**config.mk**
```make
export PLATFORM = sky130hd
export DESIGN_NAME = oneshot_pulse_timer
export DESIGN_NICKNAME = d
export VERILOG_FILES = /design/src/rtl/otp_pkg.sv /design/src/rtl/otp_regs.sv /design/src/rtl/otp_trig.sv /design/src/rtl/otp_core.sv /design/src/rtl/oneshot_pulse_timer.sv
export SDC_FILE = /design/constraint.sdc
export NUM_CORES = 1
export LEC_CHECK = 0
export BUFFER_PORTS_ARGS = -buffer_cell sky130_fd_sc_hd__clkbuf_2
export CAP_MARGIN = 40
export CORE_MARGIN = 5
export CORE_UTILIZATION = 40
export DETAILED_ROUTE_END_ITERATION = 7
export PLACE_DENSITY = 0.65
export REMOVE_ABC_BUFFERS = 1
export SLEW_MARGIN = 40
export SYNTH_ARGS = -nofsm -noshare
export SYNTH_HDL_FRONTEND = slang
export SYNTH_SLANG_ARGS = --single-unit
export TNS_END_PERCENT = 30
```
**constraint.sdc**
```tcl
create_clock -name clk -period 3.3 [get_ports clk]
set_input_delay 0.33 -clock clk [delete_from_list [all_inputs] [get_ports clk]]
set_output_delay 0.33 -clock clk [all_outputs]
set_load 0.01 [all_outputs]
```
**src/rtl/otp_pkg.sv**
```systemverilog
// Shared encodings for the one-shot pulse timer: register addresses,
// control field positions, edge-select codes and the channel state.
// Assumes a control word of at least four bits.
package otp_pkg;
    localparam logic [1:0] ADDR_CTRL = 2'd0;
    localparam logic [1:0] ADDR_END  = 2'd1;
    localparam logic [1:0] ADDR_BEG  = 2'd2;

    localparam int CTRL_EN_BIT   = 0;
    localparam int CTRL_SWT_BIT  = 1;
    localparam int CTRL_EDGE_LSB = 2;

    typedef enum logic [1:0] {
        EDGE_NONE = 2'd0,
        EDGE_RISE = 2'd1,
        EDGE_FALL = 2'd2,
        EDGE_BOTH = 2'd3
    } edge_sel_e;

    typedef enum logic {
        ST_WAIT = 1'b0,
        ST_RUN  = 1'b1
    } chan_state_e;
endpackage

```
**src/rtl/otp_regs.sv**
```systemverilog
// Register file of the one-shot timer: the enable bit, the edge select and
// the two shadow compare values. It also decodes the software trigger strobe.
// Assumes one write per cycle. A trigger counts only if the channel was
// already enabled before the write.
module otp_regs
    import otp_pkg::*;
#(
    parameter int CNT_W = 16
) (
    input  logic             clk,
    input  logic             rst_n,
    input  logic             wr_en,
    input  logic [1:0]       wr_addr,
    input  logic [CNT_W-1:0] wr_data,
    output logic             enable_o,
    output edge_sel_e        edge_sel_o,
    output logic             sw_trig_o,
    output logic [CNT_W-1:0] end_sh_o,
    output logic [CNT_W-1:0] beg_sh_o
);
    logic wr_ctrl;

    // Address decode for the control word.
    always_comb wr_ctrl = wr_en && (wr_addr == ADDR_CTRL);

    // Control fields: enable and edge select.
    always_ff @(posedge clk) begin
        if (!rst_n) begin
            enable_o   <= 1'b0;
            edge_sel_o <= EDGE_NONE;
        end else if (wr_ctrl) begin
            enable_o   <= wr_data[CTRL_EN_BIT];
            edge_sel_o <= edge_sel_e'(wr_data[CTRL_EDGE_LSB +: 2]);
        end
    end

    // Shadow compare registers written by software.
    always_ff @(posedge clk) begin
        if (!rst_n) begin
            end_sh_o <= '0;
            beg_sh_o <= '0;
        end else if (wr_en) begin
            if (wr_addr == ADDR_END) end_sh_o <= wr_data;
            if (wr_addr == ADDR_BEG) beg_sh_o <= wr_data;
        end
    end

    // Software trigger strobe: only honoured while already enabled and staying enabled.
    always_comb sw_trig_o = wr_ctrl && wr_data[CTRL_SWT_BIT]
                            && wr_data[CTRL_EN_BIT] && enable_o;
endmodule

```
**src/rtl/otp_trig.sv**
```systemverilog
// External trigger front end: a synchronizer chain followed by an edge
// detector that honours the selected polarity. It assumes trig_i is
// asynchronous to clk and that SYNC_STAGES is at least 2.
module otp_trig
    import otp_pkg::*;
#(
    parameter int SYNC_STAGES = 2
) (
    input  logic      clk,
    input  logic      rst_n,
    input  logic      trig_i,
    input  edge_sel_e edge_sel_i,
    output logic      edge_o
);
    localparam int TAPS = SYNC_STAGES + 1;

    logic [TAPS-1:0] tap;
    logic            rise;
    logic            fall;

    // Synchronizer stages plus one history flop for edge detection.
    always_ff @(posedge clk) begin
        if (!rst_n) tap <= '0;
        else        tap <= {tap[TAPS-2:0], trig_i};
    end

    // Raw edge terms from the last synchronized stage and its history.
    always_comb begin
        rise = tap[TAPS-2] & ~tap[TAPS-1];
        fall = ~tap[TAPS-2] & tap[TAPS-1];
    end

    // Polarity filter chosen by the edge-select field.
    always_comb begin
        unique case (edge_sel_i)
            EDGE_RISE: edge_o = rise;
            EDGE_FALL: edge_o = fall;
            EDGE_BOTH: edge_o = rise | fall;
            default:   edge_o = 1'b0;
        endcase
    end
endmodule

```
**src/rtl/otp_core.sv**
```systemverilog
// Counter, compare buffers and output decode of the one-shot timer.
// The counter idles until start_i, counts from zero up to the end value,
// then parks at zero. Buffers follow the shadows only while not running.
// It assumes enable_i is registered and start_i is a single-cycle strobe.
module otp_core
    import otp_pkg::*;
#(
    parameter int CNT_W = 16
) (
    input  logic             clk,
    input  logic             rst_n,
    input  logic             enable_i,
    input  logic             start_i,
    input  logic [CNT_W-1:0] end_sh_i,
    input  logic [CNT_W-1:0] beg_sh_i,
    output logic [CNT_W-1:0] count_o,
    output logic             pulse_o,
    output logic             cc0_irq_o,
    output logic             cc1_irq_o
);
    localparam int             NUM_CMP  = 2;
    localparam logic [CNT_W-1:0] CNT_IDLE = '1;

    chan_state_e      state;
    logic [CNT_W-1:0] cnt;
    logic [CNT_W-1:0] shadow [NUM_CMP];
    logic [CNT_W-1:0] cmp_buf [NUM_CMP];
    logic             running;
    logic             at_end;
    logic             end_q;

    always_comb begin
        shadow[0] = end_sh_i;
        shadow[1] = beg_sh_i;
    end

    // Per-channel buffer: copy the shadow while no pulse is in flight.
    for (genvar i = 0; i < NUM_CMP; i++) begin : g_cmp_buf
        always_ff @(posedge clk) begin
            if (!rst_n)                 cmp_buf[i] <= '0;
            else if (state != ST_RUN)   cmp_buf[i] <= shadow[i];
        end
    end

    // Status terms of the running counter.
    always_comb begin
        running = enable_i && (state == ST_RUN);
        at_end  = running && (cnt == cmp_buf[0]);
    end

    // Channel sequencing: wait, run, return to wait parked at zero.
    always_ff @(posedge clk) begin
        if (!rst_n) begin
            state <= ST_WAIT;
            cnt   <= CNT_IDLE;
        end else if (!enable_i) begin
            state <= ST_WAIT;
            cnt   <= CNT_IDLE;
        end else if (state == ST_WAIT) begin
            if (start_i) begin
                state <= ST_RUN;
                cnt   <= '0;
            end
        end else if (at_end) begin
            state <= ST_WAIT;
            cnt   <= '0;
        end else begin
            cnt <= cnt + 1'b1;
        end
    end

    // End strobe registered one increment after the end match.
    always_ff @(posedge clk) begin
        if (!rst_n) end_q <= 1'b0;
        else        end_q <= at_end;
    end

    // Output decode, gated by enable so a disable takes effect immediately.
    always_comb begin
        count_o   = enable_i ? cnt : CNT_IDLE;
        pulse_o   = running && (cnt >= cmp_buf[1]) && (cnt <= cmp_buf[0]);
        cc1_irq_o = running && (cnt == cmp_buf[1]);
        cc0_irq_o = enable_i && end_q;
    end
endmodule

```
**src/rtl/oneshot_pulse_timer.sv**
```systemverilog
// Top of the one-shot pulse timer channel: register port, external trigger
// front end and counting core. It assumes a single clock domain; only
// trig_i is asynchronous.
module oneshot_pulse_timer
    import otp_pkg::*;
#(
    parameter int CNT_W       = 16,
    parameter int SYNC_STAGES = 2
) (
    input  logic             clk,
    input  logic             rst_n,
    input  logic             wr_en,
    input  logic [1:0]       wr_addr,
    input  logic [CNT_W-1:0] wr_data,
    input  logic             trig_i,
    output logic             pulse_o,
    output logic             cc0_irq_o,
    output logic             cc1_irq_o,
    output logic [CNT_W-1:0] count_o
);
    logic             enable;
    edge_sel_e        edge_sel;
    logic             sw_trig;
    logic             ext_edge;
    logic             start;
    logic [CNT_W-1:0] end_sh;
    logic [CNT_W-1:0] beg_sh;

    otp_regs #(.CNT_W(CNT_W)) u_regs (
        .clk        (clk),
        .rst_n      (rst_n),
        .wr_en      (wr_en),
        .wr_addr    (wr_addr),
        .wr_data    (wr_data),
        .enable_o   (enable),
        .edge_sel_o (edge_sel),
        .sw_trig_o  (sw_trig),
        .end_sh_o   (end_sh),
        .beg_sh_o   (beg_sh)
    );

    otp_trig #(.SYNC_STAGES(SYNC_STAGES)) u_trig (
        .clk        (clk),
        .rst_n      (rst_n),
        .trig_i     (trig_i),
        .edge_sel_i (edge_sel),
        .edge_o     (ext_edge)
    );

    // Merge both trigger sources into one start request.
    always_comb start = sw_trig | ext_edge;

    otp_core #(.CNT_W(CNT_W)) u_core (
        .clk       (clk),
        .rst_n     (rst_n),
        .enable_i  (enable),
        .start_i   (start),
        .end_sh_i  (end_sh),
        .beg_sh_i  (beg_sh),
        .count_o   (count_o),
        .pulse_o   (pulse_o),
        .cc0_irq_o (cc0_irq_o),
        .cc1_irq_o (cc1_irq_o)
    );
endmodule

```
Word-level counts from Yosys, hierarchy flattened. Memory sizes are Yosys's and may differ from the RTL's. Index checks and enable logic that the tools add are counted.

$add $sub $neg: 1. Magnitude comparators: 2. Equality and inequality tests: 7. Mux-type cells: 14. Bitwise gates (word level): 8. Reductions and logical operators: 15.

Operators by type and width (number): 2-to-1 mux 16 bit (6); == test 16 bit (2); adder 16 x 1 -> 16 bit, second input constant (1); greater-or-equal comparator 16 bit (1); <= comparator 16 bit (1); logical AND 1 bit (10); 2-to-1 mux 1 bit (7); == test 2 bit, second input constant (3); AND reduction 2 bit (3); == test 2 x 1 -> 1 bit, second input constant (2); OR 1 bit (4); one-hot mux 1 bit (3 select lines) (1); bitwise AND 1 bit (2); logical NOT 2 bit (1); inverter 1 bit (2); nonzero test 2 bit (1).

Register bits after elaboration: 56. Bits in writable memories: 32. Input port bits: 22. Output and inout port bits: 19. Memories: 1.

Memories: u_core.cmp_buf (depth 2, bits a word 16, read ports 2, clocked after memory_dff 0, write ports 2, line otp_core.sv:27) `logic [CNT_W-1:0] cmp_buf [NUM_CMP];`.

Logic depth before layout (Yosys ltp). Gate-level depths: netlist (run 1).

Depth in word-level cells: 8. Gate-level depth with buffers: 8. Gate-level depth less buffers: 7.

Hierarchy. Synthesis (run 1) repeated with hierarchy kept, for this count alone.

Cells, all modules: 456. Area total of the unflattened synthesis: 4510.6 µm².

By module, submodules not included: otp_core (instances 1, cells each 305, area an instance 3021.6 µm², sequential area each 1321.3 µm²); otp_regs (instances 1, cells each 135, area an instance 1345.0 µm², sequential area each 700.7 µm²); otp_trig (instances 1, cells each 15, area an instance 137.6 µm², sequential area each 60.1 µm²); oneshot_pulse_timer (instances 1, cells each 1, area an instance 6.3 µm², sequential area each 0.0 µm²).

Worst setup path before layout (run 1). Ideal clock, no wire load.

Kind: register to register. Start: register u_core.cnt[13]. End: register u_core.cnt[10]. Setup time: 0.120 ns. Arrival time: 1.977 ns. Setup slack: 1.203 ns. Stages on the path, launching flop included: 8. Clock period less this slack: 2.097 ns. Path through: dfxtp_1 ha_1 nand4_2 or4_4 o21ai_2 buf_6 o21ai_1 a211o_1.

Word-level cells in the longest chain between the ends: 4.

Ends and longest elaborated chain: from (decl) (line otp_core.sv:25) `logic [CNT_W-1:0] cnt;`; from (signal assigned) (line otp_core.sv:68) `cnt <= cnt + 1'b1;`; == test 16 bit (line otp_core.sv:48) `at_end = running && (cnt == cmp_buf[0]);`; logical AND 1 bit (line otp_core.sv:48); 2-to-1 mux 16 bit (line otp_core.sv:64) `end else if (at_end) begin`; 2-to-1 mux 16 bit (line otp_core.sv:59) `end else if (state == ST_WAIT) begin`.

Every way passes these cells. A chain may end at the register's enable or synchronous reset.

Worst setup path in the final report (run 1).
Start: register u_core.cnt[9]. End: output port pulse_o.

Word-level cells in the longest chain between the ends: 3.

Ends and longest elaborated chain: greater-or-equal comparator 16 bit (line otp_core.sv:81) `pulse_o = running && (cnt >= cmp_buf[1]) && (cnt <= cmp_buf[0]);`; logical AND 1 bit (line otp_core.sv:81); logical AND 1 bit * (line otp_core.sv:81); to (decl) (line oneshot_pulse_timer.sv:16) `output logic pulse_o,`.

Mark *: on every way between the ends. The rest lies on a longest branch, timed or not.

==> summary.txt, run 1 <==
Status
  – Status: finished clean

Yosys
  – YS warnings: 0
  – Register area share after synthesis: 46.5%
  – Post-synth EDFFs: 32
  – Library cells used by synthesis: 47
  – Main combinational cell family by area after synthesis: simple AND/OR/NAND/NOR gates
  – XOR/XNOR Fraction of Synth Area: 0%
  – Mux share of post-synthesis cell area: 0.448%
  – Post-synth ARST share: 0%
  – Post-Syn Area per Cell: 9.42 um2
  – Cell Area, Synth: 4470 um2
  – Post-synthesis compound-gate area fraction: 15.6%
  – Top_reg_cell synth: dfxtp_1
  – Adder-Cell Fraction of Synth Area: 9.79%
  – Syn Inst Count: 475
  – Fraction of the mapped netlist area in simple logic gates: roughly 22%
  – Yosys reg bits: 88

Timing
  – RSZ-0062 raised after global routing: no
  – Finish-stage setup viols: 0
  – Slew @ Worst Pin: just over 0.8 ns
  – Crit path time final: 2.79 ns
  – Max-slew violations: 0
  – Fin Setup TNS: 0 ns
  – Final worst-path cycle share: 84.4%
  – Worst Skew: around 0.014 ns
  – Final Hold Vio Count: 0
  – Setup ws final: slightly above 0.5 ns
  – Max_slew headroom: a little under half
  – Fmax: 359 MHz

Finish
  – Nets: 570
  – Layout cells sized above 1: 12.5%
  – Diodes inserted: 0
  – Most frequent cells in the layout: nand2_1, dfxtp_1, inv_1
  – P&R area growth vs syn: 11.9%
  – Commonest non-fill, non-tap cell in the layout: nand2_1
  – Fill cells: about 1,100

Critical path
  – Critical Path End Type: output port
  – CP top delay family: simple AND/OR/NAND/NOR gates
  – Cells along the critical path: ha_1, nand4_1, nor4_1, a2111oi_0, nor4_1, clkbuf_2
  – R2R cell count: 7
  – WP data required: 2.97 ns
  – Slowest cell on crit path: nor4_1
  – Worst stage delay on the critical path: between 0.4 and 0.5 ns
  – CP arrival: 2.46 ns
  – RR Endpoint: u_core.cnt[13]$_SDFFE_PN1P_
  – CP max FO: 7
  – Crit path from: u_core.cnt[9]$_SDFFE_PN1P_
  – Worst path depth: 6
  – FF-to-FF setup slack: roughly 0.63 ns
  – Worst setup SP type: flop
  – Top cell by count, worst path: nor4_1
  – Worst setup path end: pulse_o
  – FF-to-FF Start: u_core.cnt[9]$_SDFFE_PN1P_
  – Crit path kind: reg -> out
  – CP bufs+invs: 1

Die
  – Die ar.: 13,400 um2
  – # rows: 38
  – I/O pin total: 41
  – Starting Density: 41.1%
  – Die Wd: 116 um
  – Die Y: approximately 120 um
  – Core ar.: 10,900 um2

Pwr
  – PD cells: 400 nW/um2
  – Maximum vdd drop: roughly 0.00014 V
  – Lkg Pwr: 2.00 nW

CTS
  – CTS tree: built
  – Clock tree buffer depth: 2
  – Clk_lat worst skew: 0.37 ns
  – Resized Gates After CTS: 0
  – CTS Hold Bufs: 0
  – CTS Sinks: 88
  – Inserted Clock Buffers: 9
  – Post-CTS Repair Setup Buffers: 0
  – Clock root buffer: clkbuf_8
  – H-tree Lvls: 3
  – Clk slew on worst S/H paths: 0.09 ns

Route
  – Routed Antenna Nets: 0
  – Remaining routing DRC violations: 0
  – Initial DRC count: 137
  – Final wirelength: 9210 um
  – Drt wl/cell: between 10 and 15 um
  – Via count: 3,306
  – Via density: 5.02
  – TritonRoute pass-1 iters: 4

Global routing
  – Total global-route track usage: 15.1%
  – Grt ovf: 0
  – First-pass GRT wire length: ~16,000 um
  – Initial antenna violation count: 0
  – Largest net degree at the start of global routing: 35
  – Vias in the first global route: approximately 3,200

Placement
  – Port Buffers: 40
  – DPL Wire Length: 6940 um
  – Gpl congestion: 0.828
  – Dpl ws: ~0.63 ns

Job
  – Max-Cap Viols: 0

Worst hold path
  – Hold Path Class: in -> reg
[power breakdown]
group	internal, W	total, W	switching (W)
registers	0.00114	0.00115	0.00000889
logic	0.0000415	0.0000993	0.0000578
clock network	0.000369	0.000752	0.000383
[stage by stage]
stage | total power (W) | std cells | cell area [um2] | hold WS, ns | util (%)
CTS | 0.00202 | 658 | 5000 | 0.157 | 46.0
finish | 0.00200 | 658 | 5000 | 0.174 | 46.0
detailed placement | 0.00128 | 642 | 4810 | 0.428 | 44.1
global placement | 0.00127 | 642 | 4810 | 0.414 | 44.1
global route | 0.00209 | 658 | 5000 | 0.167 | 46.0
floorplan | 0.00123 | 457 | 4390 | 0.412 | -
[per-layer routing]
layer	global-route usage, %	up-vias	share of wire, %
met5	0	-	0
li1	-	1721	-
met4	6.42	0	2.3
met1	20.1	1513	48
met2	23.4	59	45
met3	3.60	13	4.6
[cells by family (layout without fill, tap and decap cells)]
group | Yosys count | after routing
AOI/OAI and AO/OA | 99 | 99
and+or+nand+nor | 192 | 192
adders and majority gates | 35 | 35
buffers and inverters | 59 | 102
muxes | 2 | 2
DFF | 88 | 88
[worst reg2reg max path, delay by kind of cell (launching register included)]
family / cells / cell delay, ns
flops: 1 / 0.38
compound gates: 3 / 0.84
fa+ha+maj: 1 / 0.33
buf+inv: 1 / 0.26
simple gates: 2 / 0.76
[state kept, by name, summed over array words and instances (netlist names)]
register and count:
u_core.cmp_buf 32, u_core.cnt 16, u_regs.beg_sh_o 16, u_regs.end_sh_o 16
u_trig.tap 3, u_regs.edge_sel_o 2, u_core.end_q 1, u_core.state 1
u_regs.enable_o 1
[how the worst min path moves through the flow]
| stage | startpoint | end | cells past startpoint |
|---|---|---|---|
| 3_3_place_gp | u_trig.tap[0]$_SDFF_PN0_ | u_trig.tap[1]$_SDFF_PN0_ | 1 |
| 3_5_place_dp | u_trig.tap[0]$_SDFF_PN0_ | u_trig.tap[1]$_SDFF_PN0_ | 1 |
| 6_report | trig_i | u_trig.tap[0]$_SDFF_PN0_ | 2 |
| 2_1_floorplan | u_trig.tap[0]$_SDFF_PN0_ | u_trig.tap[1]$_SDFF_PN0_ | 1 |
| 4_1_cts | trig_i | u_trig.tap[0]$_SDFF_PN0_ | 2 |
| 5_1_grt | trig_i | u_trig.tap[0]$_SDFF_PN0_ | 2 |
[area by class of cell]
type	count	area [um2]	area share (%)
Clock buffer	11	141	2.83
Multi-Input combinational cell	328	2160	43.1
Timing Repair Buffer	45	238	4.75
Clock inverter	5	56.3	1.13
Inverter	41	154	3.08
Sequential cell	88	2080	41.6
Tap cell	140	175	3.50
[cell usage after synthesis, drive strengths merged (2+ instances only)]
cell type | instances | share of area (%)
inv | 41 | 3.4
a211o | 8 | 1.6
clkbuf | 15 | 1.3
nand3b | 2 | 0.34
buf | 3 | 0.53
nor3b | 7 | 1.3
nor2 | 8 | 0.67
nor4 | 3 | 0.42
a21oi | 19 | 2.1
mux2i | 2 | 0.45
nand2b | 11 | 1.5
and3b | 2 | 0.39
edfxtp | 32 | 21
a21o | 3 | 0.50
and4 | 2 | 0.39
o21ai | 16 | 1.9
a2111oi | 2 | 0.39
nand2 | 83 | 7.0
nand3 | 7 | 0.78
nor2b | 6 | 0.84
and3 | 7 | 0.98
nand4 | 9 | 1.4
a21boi | 33 | 5.5
o211ai | 6 | 1.1
dfxtp | 56 | 25
nor3 | 4 | 0.45
o211a | 6 | 1.3
and2 | 38 | 5.3
ha | 35 | 9.8
Power figures use the tool's default switching activity.
==> inputs of run 2 (changes only) <==
- clock period: 3.3 -> 2.9 ns (I/O delays scaled with it)
==> run 2 against run 1 <==
- sequential power is 14% higher
- core utilization up 0.75 points
- register-to-register slack lost 0.24 ns
- final area rose by 1.6%
- power rose by 19%
- cell count up 0.76%
- via count up 3.0%
- critical endpoint unchanged
- largest power group unchanged
==> summary.txt, run 2 (same netlist as run 1, synthesis figures left out) <==
Global routing
  – Initial antenna violation count: 0 (unchanged)
  – Grt ovf: 0 (unchanged)
  – First-pass GRT wire length: 16,100 um (+2.0%)
  – Largest net degree at the start of global routing: 33 (-5.7%)
  – Vias in the first global route: 3,315 (+2.9%)
  – Total global-route track usage: 15.2% (+0.15 points)

Status
  – Status: finished clean

Timing
  – RSZ-0062 raised after global routing: no
  – Worst Skew: 0.0133 ns (-0.000879 ns)
  – Max-slew violations: 0 (unchanged)
  – Final Hold Vio Count: 0 (unchanged)
  – Finish-stage setup viols: 0 (unchanged)
  – Final worst-path cycle share: between 80% and 90%
  – Max_slew headroom: 46.4% (+0.69 points)
  – Crit path time final: 2.61 ns
  – Fin Setup TNS: 0 ns (unchanged)
  – Fmax: 384 MHz
  – Slew @ Worst Pin: 0.802 ns (-0.0104 ns)

Critical path
  – WP data required: 2.61 ns (-0.36 ns)
  – Worst stage delay on the critical path: 0.43 ns (-0.04 ns)
  – CP max FO: 5 (-2)
  – Worst setup SP type: flop
  – Cells along the critical path: ha_1, a21oi_1, o21ai_0, a221oi_1, nor2_1, nor4_2, clkbuf_2
  – Slowest cell on crit path: dfxtp_1
  – Crit path kind: reg -> out
  – CP top delay family: compound AO/OA/AOI/OAI gates
  – Critical Path End Type: output port
  – CP arrival: 2.32 ns (-0.14 ns)
  – CP bufs+invs: 1 (unchanged)

Route
  – Remaining routing DRC violations: 0 (unchanged)
  – Routed Antenna Nets: 0 (unchanged)
  – TritonRoute pass-1 iters: 4 (unchanged)
  – Via density: 5.14 (+2.2%)
  – Via count: 3,405 (+3.0%)
  – Final wirelength: 9590 um (+4.1%)
  – Initial DRC count: 234 (+71%)
  – Drt wl/cell: 14.5 um (+3.3%)

CTS
  – Clk slew on worst S/H paths: 0.09 ns (about the same)
  – Inserted Clock Buffers: 9 (unchanged)
  – CTS Hold Bufs: 0 (unchanged)
  – Clk_lat worst skew: 0.36 ns (about the same)
  – CTS Sinks: 88 (unchanged)
  – H-tree Lvls: 3 (unchanged)
  – Clock tree buffer depth: 2 (unchanged)
  – CTS tree: built
  – Clock root buffer: clkbuf_8

Pwr
  – PD cells: 469 nW/um2 (+17%)
  – Lkg Pwr: 2.04 nW (+2.0%)
  – Maximum vdd drop: 0.000203 V (+43%)

Finish
  – Max FFs per register: 32 (unchanged)
  – Commonest non-fill, non-tap cell in the layout: nand2_1
  – Most frequent cells in the layout: nand2_1, dfxtp_1, inv_1
  – Largest register by flop count: u_core.cmp_buf
  – Fill cells: 1,026 (-2.5%)
  – Diodes inserted: 0 (unchanged)
  – Design area: 5080 um2 (+1.6%)
  – Layout Cells excl Fill: 663 (+0.76%)
  – Layout cells sized above 1: 14.0% (+1.4 points)
  – P&R area growth vs syn: 13.7%
  – Nets: 575 (+0.88%)

Die
  – Starting Density: 41.1% (unchanged)
  – Die Y: 116 um (unchanged)
  – Die Wd: 116 um (unchanged)
  – # rows: 38 (unchanged)
  – Core ar.: 10,900 um2 (unchanged)
  – I/O pin total: 41 (unchanged)
  – Die ar.: 13,400 um2 (unchanged)

Placement
  – DPL Wire Length: 7230 um (+4.2%)
  – Cells after DPL: 647 (+0.78%)
  – Port Buffers: 40 (unchanged)
  – Gpl congestion: 0.841 (+1.5%)
  – Total placed instance area: 4840 um2 (+0.78%)

Worst hold path
  – Hold Path Class: in -> reg

Job
  – Max-Cap Viols: 0 (unchanged)
[run 2: power by group]
part / internal (W) / total [W] / leakage, nW / switching [W]
registers: 0.00130 / 0.00131 / 0.847 / 0.0000107
logic: 0.0000479 / 0.000114 / 1.08 / 0.0000664
clock network: 0.000513 / 0.000964 / 0.117 / 0.000450
[run 2: metrics by stage]
stage | setup WS (ns) | hold slack [ns] | util, % | power [W]
2_1_floorplan | 0.461 | 0.412 | - | 0.00140
3_3_place_gp | 0.470 | 0.418 | 44.5 | 0.00145
3_5_place_dp | 0.440 | 0.420 | 44.5 | 0.00145
4_1_cts | 0.107 | 0.123 | 46.6 | 0.00241
5_1_grt | 0.0782 | 0.128 | 46.7 | 0.00248
6_report | 0.293 | 0.135 | 46.7 | 0.00239
[run 2: per-layer routing]
metal / GRT usage, % / up-vias / routed length [um] / share of wire, %
li1: - / 1732 / - / -
met1: 20.4 / 1582 / 4500 / 47
met2: 24.6 / 79 / 4420 / 46
met3: 2.92 / 12 / 476 / 5.0
met4: 5.41 / 0 / 183 / 1.9
met5: 0 / - / 0 / 0
[run 2: cell type report]
type	instances	area, um2	share of cell area, %
multi-input combinational	328	2170	42.7
sequential	88	2080	40.9
timing repair buffer	50	275	5.41
tap	140	175	3.44
inverter	41	154	3.03
clock buffer	10	138	2.71
clock inverter	6	91.3	1.80
[run 2: path summary, 6_finish.rpt]
check / depth (start not counted) / start / endpoint / slack [ns]
min: 2 / trig_i / u_trig.tap[0]$_SDFF_PN0_ / 0.13
max reg2reg: 7 / u_core.cnt[10]$_SDFFE_PN1P_ / u_core.cnt[10]$_SDFFE_PN1P_ / 0.39
max: 7 / u_core.cnt[11]$_SDFFE_PN1P_ / pulse_o / 0.29
min reg2reg: 1 / u_trig.tap[0]$_SDFF_PN0_ / u_trig.tap[1]$_SDFF_PN0_ / 0.44
[run 2: repair_timing]
item	in CTS	in global routing
resized for setup	0	2
endpoints found under the setup margin	0	1
setup buffers	0	0
[run 2: worst reg2reg max path: cells and delay by family, from the launching register on]
kind | cells | cell delay, ns
simple gates | 2 | 0.79
compound gates | 3 | 0.71
flops | 1 | 0.37
fa+ha+maj | 1 | 0.32
buf+inv | 1 | 0.22
